**src/rtl/smb_rd_pkg.sv**
```systemverilog
package smb_rd_pkg;
  localparam int BYTE_W = 8;
  localparam int ADDR_W = 4;

  localparam logic [ADDR_W-1:0] OFS_STAT = 4'h0;
  localparam logic [ADDR_W-1:0] OFS_AUX  = 4'h1;
  localparam logic [ADDR_W-1:0] OFS_CTRL = 4'h2;
  localparam logic [ADDR_W-1:0] OFS_CMD  = 4'h3;
  localparam logic [ADDR_W-1:0] OFS_SADR = 4'h4;
  localparam logic [ADDR_W-1:0] OFS_DATA = 4'h5;
  localparam logic [ADDR_W-1:0] OFS_DIV  = 4'hE;

  localparam logic [BYTE_W-1:0] CODE_OFS_RD = 8'h48;
  localparam logic [BYTE_W-1:0] CODE_CUR_RD = 8'h44;

  // bus primitive executed by the bit engine
  typedef enum logic [2:0] {
    BC_START, BC_RSTART, BC_STOP, BC_WR, BC_RD
  } bitcmd_t;
endpackage

```
**src/rtl/smb_bit_eng.sv**
```systemverilog
module smb_bit_eng
  import smb_rd_pkg::*;
(
  input  logic              clk,
  input  logic              rst,
  input  logic              go,
  input  bitcmd_t           cmd,
  input  logic              wbit,
  input  logic [BYTE_W-1:0] div,
  input  logic              sda_in,
  output logic              done,
  output logic              rbit,
  output logic              scl_low,
  output logic              sda_low
);
  logic              act;
  logic [1:0]        q;
  logic [BYTE_W-1:0] cnt;
  logic [BYTE_W-1:0] div_eff;
  bitcmd_t           cmd_q;
  logic              wb_q;

  assign div_eff = (div == '0) ? {{(BYTE_W-1){1'b0}}, 1'b1} : div;

  // line levels per quarter: {scl_low, sda_low}
  function automatic logic [1:0] drv(bitcmd_t c, logic [1:0] ph, logic b);
    case (c)
      BC_START:  drv = (ph == 2'd3) ? 2'b11 : (ph == 2'd2) ? 2'b01 : 2'b00;
      BC_RSTART: drv = (ph == 2'd3) ? 2'b11 : (ph == 2'd2) ? 2'b01 :
                       (ph == 2'd1) ? 2'b00 : 2'b10;
      BC_STOP:   drv = (ph == 2'd0) ? 2'b11 : (ph == 2'd1) ? 2'b01 : 2'b00;
      BC_WR:     drv = {(ph == 2'd0) || (ph == 2'd3), ~b};
      default:   drv = {(ph == 2'd0) || (ph == 2'd3), 1'b0};
    endcase
  endfunction

  always_ff @(posedge clk) begin
    if (rst) begin
      act     <= 1'b0;
      q       <= 2'd0;
      cnt     <= '0;
      cmd_q   <= BC_STOP;
      wb_q    <= 1'b1;
      done    <= 1'b0;
      rbit    <= 1'b1;
      scl_low <= 1'b0;
      sda_low <= 1'b0;
    end else begin
      done <= 1'b0;
      if (!act) begin
        if (go) begin
          act   <= 1'b1;
          q     <= 2'd0;
          cnt   <= '0;
          cmd_q <= cmd;
          wb_q  <= wbit;
          {scl_low, sda_low} <= drv(cmd, 2'd0, wbit);
        end
      end else if (cnt >= div_eff - 1'b1) begin
        cnt <= '0;
        if (q == 2'd1) rbit <= sda_in;   // sampled at end of first high quarter
        if (q == 2'd3) begin
          act  <= 1'b0;
          done <= 1'b1;
        end else begin
          q <= q + 2'd1;
          {scl_low, sda_low} <= drv(cmd_q, q + 2'd1, wb_q);
        end
      end else begin
        cnt <= cnt + 1'b1;
      end
    end
  end
endmodule

```
**src/rtl/smb_seq.sv**
```systemverilog
module smb_seq
  import smb_rd_pkg::*;
(
  input  logic              clk,
  input  logic              rst,
  input  logic              start,
  input  logic              with_off,
  input  logic [6:0]        sadr,
  input  logic [BYTE_W-1:0] off_byte,
  input  logic              eng_done,
  input  logic              eng_rbit,
  output logic              eng_go,
  output bitcmd_t           eng_cmd,
  output logic              eng_wbit,
  output logic              fin,
  output logic              nack_adr,
  output logic              nack_off,
  output logic [BYTE_W-1:0] rx_byte
);
  typedef enum logic [2:0] {
    SQ_IDLE, SQ_START, SQ_TX, SQ_TXACK, SQ_RSTART, SQ_RX, SQ_RXACK, SQ_STOP
  } seq_t;
  typedef enum logic [1:0] {PH_AW, PH_OFF, PH_AR} phase_t;

  seq_t              st;
  phase_t            ph;
  logic              mode_off;
  logic [BYTE_W-1:0] sh;
  logic [2:0]        bcnt;
  logic [BYTE_W-1:0] nxt_byte;

  always_comb begin
    if (st == SQ_START)                        nxt_byte = {sadr, ~mode_off};
    else if (st == SQ_TXACK && ph == PH_AW)    nxt_byte = off_byte;
    else                                       nxt_byte = {sadr, 1'b1};
  end

  always_ff @(posedge clk) begin
    if (rst) begin
      st       <= SQ_IDLE;
      ph       <= PH_AW;
      mode_off <= 1'b0;
      sh       <= '0;
      bcnt     <= 3'd0;
      eng_go   <= 1'b0;
      eng_cmd  <= BC_STOP;
      eng_wbit <= 1'b1;
      fin      <= 1'b0;
      nack_adr <= 1'b0;
      nack_off <= 1'b0;
      rx_byte  <= '0;
    end else begin
      eng_go <= 1'b0;
      fin    <= 1'b0;
      case (st)
        SQ_IDLE: if (start) begin
          st       <= SQ_START;
          mode_off <= with_off;
          nack_adr <= 1'b0;
          nack_off <= 1'b0;
          eng_go   <= 1'b1;
          eng_cmd  <= BC_START;
        end
        SQ_START, SQ_RSTART: if (eng_done) begin
          ph       <= (st == SQ_START && mode_off) ? PH_AW : PH_AR;
          st       <= SQ_TX;
          bcnt     <= 3'd7;
          sh       <= {nxt_byte[BYTE_W-2:0], 1'b0};
          eng_wbit <= nxt_byte[BYTE_W-1];
          eng_go   <= 1'b1;
          eng_cmd  <= BC_WR;
        end
        SQ_TX: if (eng_done) begin
          eng_go <= 1'b1;
          if (bcnt == 3'd0) begin
            st      <= SQ_TXACK;
            eng_cmd <= BC_RD;
          end else begin
            bcnt     <= bcnt - 3'd1;
            eng_cmd  <= BC_WR;
            eng_wbit <= sh[BYTE_W-1];
            sh       <= {sh[BYTE_W-2:0], 1'b0};
          end
        end
        SQ_TXACK: if (eng_done) begin
          eng_go <= 1'b1;
          if (eng_rbit) begin
            if (ph == PH_OFF) nack_off <= 1'b1;
            else              nack_adr <= 1'b1;
            st      <= SQ_STOP;
            eng_cmd <= BC_STOP;
          end else if (ph == PH_AW) begin
            ph       <= PH_OFF;
            st       <= SQ_TX;
            bcnt     <= 3'd7;
            sh       <= {nxt_byte[BYTE_W-2:0], 1'b0};
            eng_wbit <= nxt_byte[BYTE_W-1];
            eng_cmd  <= BC_WR;
          end else if (ph == PH_OFF) begin
            st      <= SQ_RSTART;
            eng_cmd <= BC_RSTART;
          end else begin
            st      <= SQ_RX;
            bcnt    <= 3'd7;
            eng_cmd <= BC_RD;
          end
        end
        SQ_RX: if (eng_done) begin
          rx_byte <= {rx_byte[BYTE_W-2:0], eng_rbit};
          eng_go  <= 1'b1;
          if (bcnt == 3'd0) begin
            st       <= SQ_RXACK;
            eng_cmd  <= BC_WR;
            eng_wbit <= 1'b1;              // NACK ends the read
          end else begin
            bcnt    <= bcnt - 3'd1;
            eng_cmd <= BC_RD;
          end
        end
        SQ_RXACK: if (eng_done) begin
          st      <= SQ_STOP;
          eng_go  <= 1'b1;
          eng_cmd <= BC_STOP;
        end
        default: if (eng_done) begin
          st  <= SQ_IDLE;
          fin <= 1'b1;
        end
      endcase
    end
  end
endmodule

```
**src/rtl/smb_regs.sv**
```systemverilog
module smb_regs
  import smb_rd_pkg::*;
#(
  parameter logic [7:0] DIV_RST = 8'd41
) (
  input  logic              clk,
  input  logic              rst,
  input  logic              wen,
  input  logic [ADDR_W-1:0] addr,
  input  logic [BYTE_W-1:0] wdata,
  input  logic              fin,
  input  logic              nack_adr,
  input  logic              nack_off,
  input  logic [BYTE_W-1:0] rx_byte,
  output logic [BYTE_W-1:0] rdata,
  output logic              start,
  output logic              with_off,
  output logic [BYTE_W-1:0] sadr_q,
  output logic [BYTE_W-1:0] off_q,
  output logic [BYTE_W-1:0] div_q,
  output logic              busy_q,
  output logic              done_q
);
  logic              err_q;
  logic [1:0]        aux_q;
  logic [BYTE_W-1:0] data_q;

  always_ff @(posedge clk) begin
    if (rst) begin
      busy_q   <= 1'b0;
      done_q   <= 1'b0;
      err_q    <= 1'b0;
      aux_q    <= 2'b00;
      sadr_q   <= '0;
      off_q    <= '0;
      div_q    <= DIV_RST;
      data_q   <= '0;
      start    <= 1'b0;
      with_off <= 1'b0;
      rdata    <= '0;
    end else begin
      start <= 1'b0;
      if (wen) begin
        case (addr)
          OFS_STAT: begin
            if (wdata[1]) done_q <= 1'b0;
            if (wdata[2]) err_q  <= 1'b0;
          end
          OFS_AUX: aux_q <= aux_q & ~wdata[1:0];
          OFS_CTRL: if (!busy_q && (wdata == CODE_OFS_RD || wdata == CODE_CUR_RD)) begin
            busy_q   <= 1'b1;
            start    <= 1'b1;
            with_off <= (wdata == CODE_OFS_RD);
          end
          OFS_CMD:  if (!busy_q) off_q  <= wdata;
          OFS_SADR: if (!busy_q) sadr_q <= wdata;
          OFS_DIV:  div_q <= wdata;
          default: ;
        endcase
      end
      // completion wins over a same-cycle clear
      if (fin) begin
        busy_q <= 1'b0;
        done_q <= 1'b1;
        if (nack_adr || nack_off) err_q <= 1'b1;
        if (nack_adr) aux_q[0] <= 1'b1;
        if (nack_off) aux_q[1] <= 1'b1;
        if (!(nack_adr || nack_off)) data_q <= rx_byte;
      end
      case (addr)
        OFS_STAT: rdata <= {5'b0, err_q, done_q, busy_q};
        OFS_AUX:  rdata <= {6'b0, aux_q};
        OFS_CMD:  rdata <= off_q;
        OFS_SADR: rdata <= sadr_q;
        OFS_DATA: rdata <= data_q;
        OFS_DIV:  rdata <= div_q;
        default:  rdata <= '0;
      endcase
    end
  end
endmodule

```
**src/rtl/smb_rd_host.sv**
```systemverilog
module smb_rd_host
  import smb_rd_pkg::*;
#(
  parameter logic [7:0] DIV_RST = 8'd41
) (
  input  logic              clk,
  input  logic              rst,
  input  logic              reg_wen,
  input  logic [ADDR_W-1:0] reg_addr,
  input  logic [BYTE_W-1:0] reg_wdata,
  output logic [BYTE_W-1:0] reg_rdata,
  input  logic              sda_in,
  output logic              scl_drive_low,
  output logic              sda_drive_low
);
  logic              start, with_off, fin, nack_adr, nack_off;
  logic [BYTE_W-1:0] sadr_q, off_q, div_q, rx_byte;
  logic              busy_q, done_q;
  logic              eng_go, eng_wbit, eng_done, eng_rbit;
  bitcmd_t           eng_cmd;

  smb_regs #(.DIV_RST(DIV_RST)) u_regs (
    .clk(clk), .rst(rst), .wen(reg_wen), .addr(reg_addr), .wdata(reg_wdata),
    .fin(fin), .nack_adr(nack_adr), .nack_off(nack_off), .rx_byte(rx_byte),
    .rdata(reg_rdata), .start(start), .with_off(with_off), .sadr_q(sadr_q),
    .off_q(off_q), .div_q(div_q), .busy_q(busy_q), .done_q(done_q)
  );

  smb_seq u_seq (
    .clk(clk), .rst(rst), .start(start), .with_off(with_off),
    .sadr(sadr_q[BYTE_W-1:1]), .off_byte(off_q),
    .eng_done(eng_done), .eng_rbit(eng_rbit), .eng_go(eng_go),
    .eng_cmd(eng_cmd), .eng_wbit(eng_wbit), .fin(fin),
    .nack_adr(nack_adr), .nack_off(nack_off), .rx_byte(rx_byte)
  );

  smb_bit_eng u_eng (
    .clk(clk), .rst(rst), .go(eng_go), .cmd(eng_cmd), .wbit(eng_wbit),
    .div(div_q), .sda_in(sda_in), .done(eng_done), .rbit(eng_rbit),
    .scl_low(scl_drive_low), .sda_low(sda_drive_low)
  );
endmodule

```
**config.mk**
```make
export PLATFORM = sky130hd
export DESIGN_NAME = smb_rd_host
export DESIGN_NICKNAME = d
export VERILOG_FILES = /design/src/rtl/smb_rd_pkg.sv /design/src/rtl/smb_bit_eng.sv /design/src/rtl/smb_seq.sv /design/src/rtl/smb_regs.sv /design/src/rtl/smb_rd_host.sv
export SDC_FILE = /design/constraint.sdc
export NUM_CORES = 1
export LEC_CHECK = 0
export ABC_AREA = 1
export BUFFER_PORTS_ARGS = -buffer_cell sky130_fd_sc_hd__clkbuf_2
export CAP_MARGIN = 25
export CORE_MARGIN = 2
export CORE_UTILIZATION = 45
export DETAILED_ROUTE_END_ITERATION = 7
export PLACE_DENSITY = 0.68
export REMOVE_ABC_BUFFERS = 1
export SYNTH_ARGS = -nofsm -noshare
export SYNTH_HDL_FRONTEND = slang
export SYNTH_SLANG_ARGS = --single-unit
export TNS_END_PERCENT = 10
```
**constraint.sdc**
```tcl
create_clock -name clk -period 5.1 [get_ports clk]
set_input_delay 0.255 -clock clk [delete_from_list [all_inputs] [get_ports clk]]
set_output_delay 0.255 -clock clk [all_outputs]
set_load 0.02 [all_outputs]
```
Word-level counts from Yosys, hierarchy flattened
Cells that the tools add are included.
Word-level totals
  bits of input ports: 16
  bits in latches: 0
  memories kept: 0
  memory bits (writable): 0
  word-level logic and storage cells: 257
  bits in read-only memories: 0
  bits in registers: 99
Operators by class
  eq/ne operators: 44
  bitwise operators: 11
  shifts and indexed selects: 0
  muxes and demuxes: 113
  divide/modulo/power cells: 0
  reduce and logical (&&, ||, !) cells: 52
  $add $sub $neg: 4
  order comparisons: 1
  $mul: 0
Operators with widths (count)
  2-to-1 mux 8 bit: 12
  2-to-1 mux 3 bit: 27
  one-hot mux 8 bit (6 select lines): 1
  2-to-1 mux 1 bit: 45
  one-hot mux 3 bit (6 select lines): 2
  2-to-1 mux 2 bit: 17
  one-hot mux 8 bit (3 select lines): 1
  AND reduction 7 bit: 3
  == test 3 x 2 -> 1 bit (second input constant): 6
  != test 2 x 1 -> 1 bit (second input constant): 9
  != test 2 bit (second input constant): 9
  AND reduction 3 bit: 6
  AND reduction 9 bit: 2
  == test 8 x 7 -> 1 bit (second input constant): 2
  AND reduction 5 bit: 3
  nonzero test 2 bit: 7
  logical NOT 3 bit: 4
  AND reduction 2 bit: 5
  == test 3 bit (second input constant): 3
  NOT 1 bit: 9
  one-hot mux 3 bit (3 select lines): 1
  adder 8 x 1 -> 8 bit (second input constant): 1
  == test 4 x 2 -> 1 bit (second input constant): 2
  == test 4 x 3 -> 1 bit (second input constant): 2
  30 further kinds: 46

Longest topological paths before layout
  word-level depth: 9
  gate-level depth with buffers: 18
  depth with buffers taken out: 18

Hierarchy
A second synthesis with hierarchy kept.
Unflattened totals
  cells, all modules: 756
  area, all modules: 5161.2 sq um
Modules (own cells, without submodules)
  smb_regs: area each 2008.2 sq um, cells each 288, times used 1
  smb_seq: area each 1814.2 sq um, cells each 271, times used 1
  smb_bit_eng: area each 1338.8 sq um, cells each 197, times used 1

Worst setup path after synthesis
OpenSTA, ideal clock, no wires.
  path type: register to register
  start point: register u_regs.div_q[5]
  end point: register u_eng.sda_low
  library setup time: 0.113 ns
  arrival time: 2.282 ns
  cell stages (with the launch flop): 18
  buffers on the path: 0
  path slack: 2.706 ns
  cells stage by stage: dfxtp_1 inv_1 nand2_1 nor2_1 a31oi_1 ha_1 nand4_1 xor2_1 inv_1 ha_1 nand2_1 nor2_1 nor2_1 nand3_1 nand3_1 inv_1 nor2_1 nor2_1
Between the ends
  word-level cells in the longest chain between the ends: 6
RTL lines
  start, declared: line smb_regs.sv:20  | output logic [BYTE_W-1:0] div_q,
  start signal, assigned: line smb_regs.sv:57  | OFS_DIV: div_q <= wdata;
  logical NOT 8 bit: line smb_bit_eng.sv:23  | assign div_eff = (div == '0) ? {{(BYTE_W-1){1'b0}}, 1'b1} : div;
  2-to-1 mux 8 bit *: line smb_bit_eng.sv:23
  subtractor 8 x 1 -> 8 bit *: line smb_bit_eng.sv:59  | end else if (cnt >= div_eff - 1'b1) begin
  >= comparator 8 bit *: line smb_bit_eng.sv:59
  != test 2 bit (no source line) *
  AND reduction 3 bit (no source line) *
  end signal, assigned: line smb_bit_eng.sv:57  | {scl_low, sda_low} <= drv(cmd, 2'd0, wbit);
  end signal, assigned: line smb_bit_eng.sv:67  | {scl_low, sda_low} <= drv(cmd_q, q + 2'd1, wb_q);
  end, declared: line smb_bit_eng.sv:14  | output logic sda_low
Every way passes the cells marked *; elsewhere a longest branch is shown, timed or not.
A chain may end at the register's enable or synchronous reset.

Final worst setup path
  start point: register u_regs.div_q[5]
  end point: register u_eng.cnt[3]
Between the ends
  word-level cells in the longest chain between the ends: 6
RTL lines
  logical NOT 8 bit: line smb_bit_eng.sv:23
  2-to-1 mux 8 bit *: line smb_bit_eng.sv:23
  subtractor 8 x 1 -> 8 bit *: line smb_bit_eng.sv:59
  >= comparator 8 bit *: line smb_bit_eng.sv:59
  2-to-1 mux 8 bit *: line smb_bit_eng.sv:59
  2-to-1 mux 8 bit *: line smb_bit_eng.sv:50  | if (!act) begin
  end signal, assigned: line smb_bit_eng.sv:70  | cnt <= cnt + 1'b1;
  end, declared: line smb_bit_eng.sv:18  | logic [BYTE_W-1:0] cnt;
Marks and branches as above.

==> impl_metrics.json <==
{
  "synth_compound_gate_area_share": 0.202,
  "finalClockSkew_ns": 0.0175,
  "setup_tns_ns": 0,
  "whs_ns": 0.173,
  "hold_viol_final": 0,
  "startpoint_type": "flop",
  "grt_first_pass_wirelength_mm": 20.4,
  "fillers": 1034,
  "insertion_delay_ns": 0.36,
  "crit_path_max_incr_delay_ns": 0.39,
  "synth_edf_count": 0,
  "p_per_area_mw_per_mm2": 375,
  "p_clk_frac": 0.261,
  "coreArea_mm2": 0.0104,
  "nets": 740,
  "die-width_um": 108,
  "yosys.area_share.simple": 0.249,
  "path_cells": "inv_1, nand2_1, nor2_1, a31oi_1, ha_1, nand4_1, xor2_1, inv_1, ha_1, nand2_1, nor2_1, nor2_1, nand3_1, inv_1, nand2_1, a21oi_1",
  "synth-main-ff-cell": "dfxtp_1",
  "syn_to_final_growth_pct": 8.20,
  "p_int_uw": 1260,
  "wire_per_inst_um": 13.9,
  "place_worst_setup_slack_ns": 2.27,
  "dpl.cell_count": 834,
  "fin_crit_ns": 2.88,
  "yosysMostFrequentCell": "nand2_1",
  "worstSetupPathType": "reg2reg",
  "crit_required_ns": 5.39,
  "ff2ff_setup_slack_ns": 2.22,
  "grt_pass1_vias": 4277,
  "cts_resized": 0,
  "syn-mean-instance-area_um2": 7.01,
  "fin_total_pwr_uw": 1970,
  "p_sw_uw": 709,
  "drt-initial-drc-count": 238,
  "track_usage": 0.218,
  "rows": 37,
  "drv_cap": 0,
  "htreeDepth": 3,
  "num_vias": 4547,
  "ys_types": 39,
  "synth-xor-area-share": 0.0144,
  "synth_top_area_frac": 0.404,
  "dieArea_mm2": 0.0116,
  "crit_end": "u_eng.cnt[3]",
  "cts_setup_buffers": 0,
  "synth_mux_area_frac": 0,
  "fmax_mhz": 347,
  "port_buffers": 25,
  "ir_worst_vdd_v": 0.000251,
  "grt_max_degree": 51,
  "stdcell_count": 849,
  "cp_data_arrival_time_ns": 3.17,
  "slew_violations": 0,
  "start_util": 0.466,
  "worst_pin_slew_ns": 0.843,
  "syn_area_mm2": 0.00485,
  "syn_inst": 692,
  "dr.pass1.iters": 5,
  "ant_nets": 0,
  "netSwitchingFraction": 0.361,
  "synth_area_leaders": "dfxtp_1, nand2_1, o21ai_0",
  "p_comb_frac": 0.289,
  "pwr-share-seq": 0.449,
  "grt-ovfl-total": 0,
  "clkTransAtPathRegs_ns": 0.10,
  "relSlewSlack": 0.438,
  "post-route-period-util": 0.565,
  "cts.sink_count": 98,
  "dp_hpwl_mm": 8.71,
  "worst-r2r-cell-count": 16,
  "diodes": 0,
  "clockRootBuffer": "clkbuf_8",
  "vias_per_cell": 5.36,
  "status": "finished clean",
  "fin_ws_ns": 2.22,
  "ys_seq_area_frac": 0.404,
  "drc_errors": 0,
  "synthAdderAreaFrac": 0.0387,
  "synth_commonest_cells": "nand2_1, dfxtp_1, inv_1",
  "routed_wl_mm": 11.8,
  "reg2reg_to": "u_eng.cnt[3]",
  "endpoint_kind": "flop",
  "cts_tree": "yes",
  "synth_top_area_cell": "dfxtp_1",
  "leakage_uw": 0.00222,
  "final-setup-viol-count": 0,
  "drive_above_1_share": 0.0827,
  "ys_warn_count": 0,
  "dieHeight_um": 108,
  "worst-path-max-fanout": 6,
  "hp-class": "in2reg",
  "cp_slowest_cell": "dfxtp_1",
  "clock_path_buffers": 2,
  "gp_congestion": 0.907,
  "ys_seq_elements": 98,
  "io_pins": 26,
  "antenna_found_initial": 0,
  "async_reset_ff_frac": 0,
  "ctsHoldBuffers": 0,
  "cts-buffers-inserted": 9,
  "crit_start": "u_regs.div_q[5]",
  "r2r-start": "u_regs.div_q[5]",
  "synth_top_family_by_area": "simple AND/OR/NAND/NOR gates",
  "rsz0062_at_grt": "false"
}
## routing by layer
layer | share of wire | track usage
met4 | 0.017 | 0.0586
met5 | 0 | 0
met1 | 0.47 | 0.289
met3 | 0.043 | 0.0418
met2 | 0.47 | 0.361
## stage by stage
stage          utilization  instance area [um2]
6_report             0.504                 5250
2_1_floorplan            -                 4750
5_1_grt              0.504                 5250
3_5_place_dp         0.485                 5050
3_3_place_gp         0.485                 5050
4_1_cts              0.504                 5250
## placed cells by master (no fill, tap or decap), types with 3 or more instances in the layout
master and instances:
o21ai_0 71, nand4_1 10, nand3_1 36, o22ai_1 8
nor3_1 7, a21oi_1 66, inv_1 87, xor2_1 6
dfxtp_1 98, inv_2 3, nand2_1 132, clkbuf_2 25
a221oi_1 5, a31oi_1 9, o211ai_1 4, nand2_2 5
clkbuf_8 10, a211oi_1 3, ha_1 15, nor2_1 76
o21ai_1 7
## worst max-delay path, delay by kind of cell (launching register included)
| kind | cells | cell delay [ns] |
|---|---|---|
| adders and majority gates | 2 | 0.56 |
| DFF | 1 | 0.39 |
| AOI/OAI and AO/OA | 2 | 0.44 |
| buffers and inverters | 3 | 0.38 |
| and+or+nand+nor | 8 | 0.86 |
| xor gates and xnor gates | 1 | 0.17 |
## worst min path at each step
stage	startpoint	end	slack [ns]	depth (start not counted)
after floorplan	rst	u_eng.cnt[1]	0.32	1
after global placement	u_regs.sadr_q[0]	u_regs.sadr_q[0]	0.44	2
after detailed placement	u_regs.sadr_q[0]	u_regs.sadr_q[0]	0.45	2
after CTS	sda_in	u_eng.rbit	0.17	3
after global routing	sda_in	u_eng.rbit	0.19	3
final	sda_in	u_eng.rbit	0.17	3
## power groups by stage
stage                     Sequential, uW  Combinational [uW]  Clock [uW]
after floorplan                      898                 426           0
after global placement               900                 560           0
after detailed placement             902                 568           0
after CTS                            885                 570         527
after global routing                 895                 662         557
final                                884                 569         514
## state kept, by name (all words and copies together), names as in the netlist, 2 cells and up
register	cells
u_regs.aux_q	2
u_seq.rx_byte	8
u_regs.div_q	8
u_seq.eng_cmd	3
u_eng.cnt	8
u_regs.off_q	8
u_regs.sadr_q	8
u_regs.rdata	8
u_regs.data_q	8
u_seq.bcnt	3
u_eng.cmd_q	3
u_seq.sh	7
u_seq.st	3
u_seq.ph	2
u_eng.q	2
## layout make-up
class | count | area [um2] | area share
sequential | 98 | 1960 | 0.374
multi-input combinational | 484 | 2450 | 0.466
timing repair buffer | 26 | 133 | 0.0253
inverter | 90 | 338 | 0.0643
tap | 136 | 170 | 0.0324
clock inverter | 5 | 62.6 | 0.0119
clock buffer | 10 | 138 | 0.0262
## kinds of logic after synthesis
logic type | Yosys count
and+or+nand+nor | 281
DFF | 98
buffers and inverters | 110
adders and majority gates | 15
AOI/OAI and AO/OA | 180
xor gates and xnor gates | 8
Power figures use the tool's default switching activity.
